--- src/rtl/smm_route_pkg.sv ---
package smm_route_pkg;
  localparam int CFG_DW = 8;
  localparam logic [7:0] CTRL_OFS = 8'h62;
  localparam logic [7:0] TOP_OFS = 8'h63;
  localparam int SEG_GRAN_LG = 19;          // 512 KB granule
  localparam int LEG_SPAN_LG = 17;          // 128 KB legacy area

  typedef struct packed {
    logic       locked;
    logic [1:0] segSize;
    logic       segEn;
    logic       highEn;
    logic       globalEn;
  } ctrl_t;

  typedef struct packed {
    logic load;     // request accepted this cycle
    logic drain;    // response consumed this cycle
  } strobe_t;
endpackage

--- src/rtl/smm_route_ctrl.sv ---
module smm_route_ctrl
  import smm_route_pkg::*;
#(
  parameter int TOP_W = 8
) (
  input  logic                 clk,
  input  logic                 rstN,
  input  logic                 cfgWrEn,
  input  logic [7:0]           cfgAddr,
  input  logic [CFG_DW-1:0]    cfgWrData,
  output logic [CFG_DW-1:0]    cfgRdData,
  input  logic                 reqValid,
  output logic                 reqReady,
  output logic                 rspValid,
  input  logic                 rspReady,
  output ctrl_t                ctrlQ,
  output logic [TOP_W-1:0]     topQ,
  output strobe_t              stb
);
  logic ctrlWr, topWr;

  assign ctrlWr    = cfgWrEn && (cfgAddr == CTRL_OFS);
  assign topWr     = cfgWrEn && (cfgAddr == TOP_OFS);
  assign reqReady  = !rspValid || rspReady;
  assign stb.load  = reqValid && reqReady;
  assign stb.drain = rspValid && rspReady;

  always_ff @(posedge clk) begin
    if (!rstN) begin
      ctrlQ    <= '0;
      topQ     <= '0;
      rspValid <= 1'b0;
    end else begin
      if (ctrlWr) begin
        if (!ctrlQ.locked) begin
          ctrlQ.globalEn <= cfgWrData[0];
          ctrlQ.highEn   <= cfgWrData[1];
          ctrlQ.segEn    <= cfgWrData[2];
          ctrlQ.segSize  <= cfgWrData[5:4];
        end
        ctrlQ.locked <= ctrlQ.locked | cfgWrData[7];
      end
      if (topWr) topQ <= cfgWrData[TOP_W-1:0];
      if (stb.load)       rspValid <= 1'b1;
      else if (stb.drain) rspValid <= 1'b0;
    end
  end

  always_comb begin
    cfgRdData = '0;
    if (cfgAddr == CTRL_OFS)
      cfgRdData = {ctrlQ.locked, 1'b0, ctrlQ.segSize, 1'b0,
                   ctrlQ.segEn, ctrlQ.highEn, ctrlQ.globalEn};
    else if (cfgAddr == TOP_OFS)
      cfgRdData = CFG_DW'(topQ);
  end
endmodule

--- src/rtl/smm_route_dp.sv ---
module smm_route_dp
  import smm_route_pkg::*;
#(
  parameter int ADDR_W = 32,
  parameter int TOP_W  = 8
) (
  input  logic              clk,
  input  logic              rstN,
  input  strobe_t           stb,
  input  ctrl_t             ctrlQ,
  input  logic [TOP_W-1:0]  topQ,
  input  logic [ADDR_W-1:0] reqAddr,
  input  logic              reqSmm,
  input  logic              reqFromCpu,
  output logic              rspToDram,
  output logic [ADDR_W-1:0] rspAddr
);
  localparam logic [ADDR_W-1:0] ALIAS_LO = ADDR_W'(32'hFEDA_0000);
  localparam logic [ADDR_W-1:0] ALIAS_HI = ADDR_W'(32'hFEDB_FFFF);
  localparam logic [ADDR_W-1:0] LEG_LO   = ADDR_W'(32'h000A_0000);
  localparam logic [ADDR_W-1:0] LEG_HI   = ADDR_W'(32'h000B_FFFF);
  localparam logic [ADDR_W-1:0] LEG_MASK = (ADDR_W'(1) << LEG_SPAN_LG) - ADDR_W'(1);
  localparam logic [ADDR_W-1:0] GRANULE  = ADDR_W'(1) << SEG_GRAN_LG;

  logic [ADDR_W-1:0] topAddr, segBytes, segBase, nextAddr;
  logic inAlias, inLeg, inSeg, aliasHit, segHit, nextDram;

  assign topAddr  = ADDR_W'(topQ) << SEG_GRAN_LG;
  assign segBytes = GRANULE << ctrlQ.segSize;
  assign segBase  = (topAddr >= segBytes) ? (topAddr - segBytes) : '0;

  assign inAlias  = (reqAddr >= ALIAS_LO) && (reqAddr <= ALIAS_HI);
  assign inLeg    = (reqAddr >= LEG_LO) && (reqAddr <= LEG_HI);
  assign inSeg    = (reqAddr >= segBase) && (reqAddr < topAddr);
  assign aliasHit = ctrlQ.globalEn && ctrlQ.highEn && inAlias;
  assign segHit   = ctrlQ.globalEn && ctrlQ.segEn && inSeg;

  always_comb begin
    nextAddr = reqAddr;
    nextDram = 1'b1;
    if (aliasHit) begin
      nextAddr = LEG_LO | (reqAddr & LEG_MASK);
    end else if (segHit) begin
      nextDram = reqFromCpu && reqSmm;
    end else if (inLeg) begin
      nextDram = ctrlQ.globalEn && reqSmm;
    end
  end

  always_ff @(posedge clk) begin
    if (!rstN) begin
      rspToDram <= 1'b0;
      rspAddr   <= '0;
    end else if (stb.load) begin
      rspToDram <= nextDram;
      rspAddr   <= nextAddr;
    end
  end
endmodule

--- src/rtl/smm_route_dec.sv ---
module smm_route_dec
  import smm_route_pkg::*;
#(
  parameter int ADDR_W = 32,
  parameter int TOP_W  = 8
) (
  input  logic              clk,
  input  logic              rstN,
  input  logic              cfgWrEn,
  input  logic [7:0]        cfgAddr,
  input  logic [7:0]        cfgWrData,
  output logic [7:0]        cfgRdData,
  input  logic              reqValid,
  output logic              reqReady,
  input  logic [ADDR_W-1:0] reqAddr,
  input  logic              reqSmm,
  input  logic              reqFromCpu,
  output logic              rspValid,
  input  logic              rspReady,
  output logic              rspToDram,
  output logic [ADDR_W-1:0] rspAddr
);
  ctrl_t            ctrlQ;
  logic [TOP_W-1:0] topQ;
  strobe_t          stb;

  smm_route_ctrl #(.TOP_W(TOP_W)) uCtrl (
    .clk(clk), .rstN(rstN), .cfgWrEn(cfgWrEn), .cfgAddr(cfgAddr),
    .cfgWrData(cfgWrData), .cfgRdData(cfgRdData), .reqValid(reqValid),
    .reqReady(reqReady), .rspValid(rspValid), .rspReady(rspReady),
    .ctrlQ(ctrlQ), .topQ(topQ), .stb(stb)
  );

  smm_route_dp #(.ADDR_W(ADDR_W), .TOP_W(TOP_W)) uDp (
    .clk(clk), .rstN(rstN), .stb(stb), .ctrlQ(ctrlQ), .topQ(topQ),
    .reqAddr(reqAddr), .reqSmm(reqSmm), .reqFromCpu(reqFromCpu),
    .rspToDram(rspToDram), .rspAddr(rspAddr)
  );
endmodule

--- config.mk ---
export PLATFORM = sky130hd
export DESIGN_NAME = smm_route_dec
export DESIGN_NICKNAME = d
export VERILOG_FILES = /design/src/rtl/smm_route_pkg.sv /design/src/rtl/smm_route_ctrl.sv /design/src/rtl/smm_route_dp.sv /design/src/rtl/smm_route_dec.sv
export SDC_FILE = /design/constraint.sdc
export NUM_CORES = 1
export LEC_CHECK = 0
export BUFFER_PORTS_ARGS = -buffer_cell sky130_fd_sc_hd__buf_2
export CAP_MARGIN = 20
export CORE_MARGIN = 4
export CORE_UTILIZATION = 45
export DETAILED_ROUTE_END_ITERATION = 6
export MAX_ROUTING_LAYER = met4
export PLACE_DENSITY_LB_ADDON = 0.05
export SETUP_SLACK_MARGIN = 0.1
export SLEW_MARGIN = 20
export SYNTH_ARGS = -nofsm -noshare
export SYNTH_HDL_FRONTEND = slang
export SYNTH_HIERARCHICAL = 1
export SYNTH_SLANG_ARGS = --single-unit
--- constraint.sdc ---
create_clock -name clk -period 3.55 [get_ports clk]
set_input_delay 0.5325 -clock clk [delete_from_list [all_inputs] [get_ports clk]]
set_output_delay 0.5325 -clock clk [all_outputs]
set_load 0.02 [all_outputs]
==> flow_summary.toml <==
[worst_setup_path]
worstSetupEndpointType = "register"
startpoint_type = "register"
crit-reg2reg-launch = "uCtrl/ctrlQ[3]$_SDFFE_PN0P_"
crit_required_ps = 3790
r2r_end = "uDp/rspToDram$_SDFFE_PN0P_"
regToRegSetupSlack_ps = 420
path_class = "reg2reg"
crit_slowest_cell = "dfxtp_1"
ff2ff_path_depth = 15
crit_buf_inv = 1
crit_arrival_ps = 3360
cp_cell_sequence = "or2_2 > inv_1 > ha_1 > o21ai_1 > a21boi_1 > o21ai_2 > nand2_1 > a211oi_1 > a21oi_1 > ha_1 > nand4_1 > a2111oi_1 > nor3_1 > o21a_1 > a21oi_1"
critPathMaxStageDelay_ps = 350
worstPathMaxFanout = 6
cpLargestDelayFamily = "compound AO/OA/AOI/OAI gates"

[floorplanning]
io_pins = 98
die_y_um = 86.76
die_w_um = 86.76
dieArea_um2 = 7527
start_util = 0.4687
core-area_um2 = 5956
rows = 28

[hold_path]
holdCritPathClass = "in2reg"
min_from = "cfgWrData[3]"
whs_path_depth = 3
min_to = "uCtrl/topQ[3]$_SDFFE_PN0P_"

[drt]
vias_per_cell = 5.147
dr.pass1.iters = 5
wire_per_inst_um = 14.69
first_iter_violations = 91
vias = 2455
drc_errors = 0
finalWirelength_mm = 7.008
antenna_left = 0

[global_routing]
grt_overflow_total = 0
grt_pass1_vias = 2350
grt_start_max_net_pins = 57
grtUsageTotal = 0.1947
antenna_found_initial = 0
grt_pass1_wl_mm = 11.30

[yosys]
syn_area_per_cell_um2 = 9.213
netlist_area_um2 = 2791
synth_warnings = 6
netlist_instances = 303

[timing]
finalWorstSetupSlack_ps = 424.8
rsz0062_at_grt = "no"
slew_headroom = 0.3359
setup_viol = 0
fin_tns_setup_ps = 0
fmax_mhz = 320.0
fin_skew_ps = 3.001
hold_slack_ps = 467.2
slew_viol_final = 0
hold_viol = 0
tightest_slew_ps = 994.0
fin_crit_ps = 3125
fin_crit_sh = 0.8803

[finish]
finalNetCount = 481
diodes = 0
area_growth_pct = 23.62
final_util = 0.5794
stdcell_area_um2 = 3451
drive_above_1_share = 0.3085

[clock_tree]
clk_pin_slew_ps = 90
cts_made_buffers = 5
htree_levels = 2
clkSinkCount = 48
cts_hold_repair.buffers = 0
cts-root-buf = "clkbuf_8"
cts_tree = "done"
clockBufferDepth = 2
clock_latency_ps = 300

[placement]
io_buffers = 97
place_ws_ps = 223.6
dpl.hpwl_mm = 5.390
gp_congestion = 0.7739
place_area_um2 = 3337

[pwr]
ir_worst_vdd_uv = 198.9
p_seq_frac = 0.505
switchingPower_w = 0.0003219
p_int_w = 0.0008124
p_leak_nw = 1.692
power.density_nw_per_um2 = 328.7
pwr-share-comb = 0.188
swShare = 0.2838
clkPwrFrac = 0.307

[run]
cap_violations = 0

[outcome]
outcome = "finished, final reports clean"
==> cell type report <==
class | count | area, µm²
Tap cell | 75 | 93.84
Clock buffer | 6 | 82.58
Multi-Input combinational cell | 235 | 1754
Sequential cell | 48 | 960.9
Clock inverter | 2 | 13.76
Timing Repair Buffer | 99 | 500.5
Fill cell | 593 | 2505
Inverter | 12 | 45.04
==> flip-flops by register name, indices dropped and copies added, names as in the netlist <==
name / flops
uDp/rspToDram: 1
uCtrl/rspValid: 1
uCtrl/ctrlQ: 6
uCtrl/topQ: 8
uDp/rspAddr: 32
==> repair_timing <==
action	in CTS	in global routing
resized for setup	0	4
setup buffers	0	1
setup endpoints to repair	0	1
==> how the worst max path moves through the flow <==
stage          slack [ps]                    endpoint  depth (start not counted)                         from
2_1_floorplan         540  uDp/rspToDram$_SDFFE_PN0P_                         15  uCtrl/ctrlQ[3]$_SDFFE_PN0P_
3_3_place_gp          310  uDp/rspToDram$_SDFFE_PN0P_                         15  uCtrl/ctrlQ[3]$_SDFFE_PN0P_
3_5_place_dp          220  uDp/rspToDram$_SDFFE_PN0P_                         15  uCtrl/ctrlQ[3]$_SDFFE_PN0P_
4_1_cts               200  uDp/rspToDram$_SDFFE_PN0P_                         15  uCtrl/ctrlQ[3]$_SDFFE_PN0P_
5_1_grt               140  uDp/rspToDram$_SDFFE_PN0P_                         15  uCtrl/ctrlQ[3]$_SDFFE_PN0P_
6_report              420  uDp/rspToDram$_SDFFE_PN0P_                         15  uCtrl/ctrlQ[3]$_SDFFE_PN0P_
==> layer usage <==
layer,track usage,share of wire,vias up
met5,-,0,-
met4,0.03824,0.0073,0
met3,0.04658,0.056,4
met2,0.3164,0.48,67
met1,0.2481,0.46,1135
li1,-,-,1249
==> metrics by stage <==
stage	cells	total power, W
6_report	477	0.001134
5_1_grt	477	0.001198
4_1_cts	476	0.001154
3_5_place_dp	468	0.0007999
3_3_place_gp	468	0.0007958
2_1_floorplan	307	0.0007121
==> cells in the final DEF (no fill, tap or decap), drive strengths merged, types with 3 or more instances in the layout <==
cell	instances
clkbuf	6
nor2	5
nor2b	44
nand2	29
nand4	8
dfxtp	48
ha	25
a21boi	3
nand2b	6
buf	99
nor3	4
and2	5
mux2i	33
nand3	5
o21ai	7
conb	5
inv	13
a22o	6
a211oi	3
a21oi	24
o21a	4
==> worst register-to-register path: cells and delay by family (launching register included) <==
kind | cells | cell delay (ps)
buffers and inverters | 1 | 60
flip-flops | 1 | 350
AND/OR/NAND/NOR | 4 | 670
AO/OA/AOI/OAI | 8 | 1470
adder cells (fa/ha/maj) | 2 | 510
==> power groups by stage <==
| stage | Combinational, W | Clock [W] | Sequential (W) |
|---|---|---|---|
| floorplan | 0.0000977 | 0 | 0.000614 |
| global placement | 0.000211 | 0 | 0.000585 |
| detailed placement | 0.000215 | 0 | 0.000585 |
| CTS | 0.000215 | 0.000365 | 0.000573 |
| global route | 0.000237 | 0.000385 | 0.000576 |
| finish | 0.000213 | 0.000348 | 0.000573 |
Note: power is estimated with default switching activity, not from simulation.
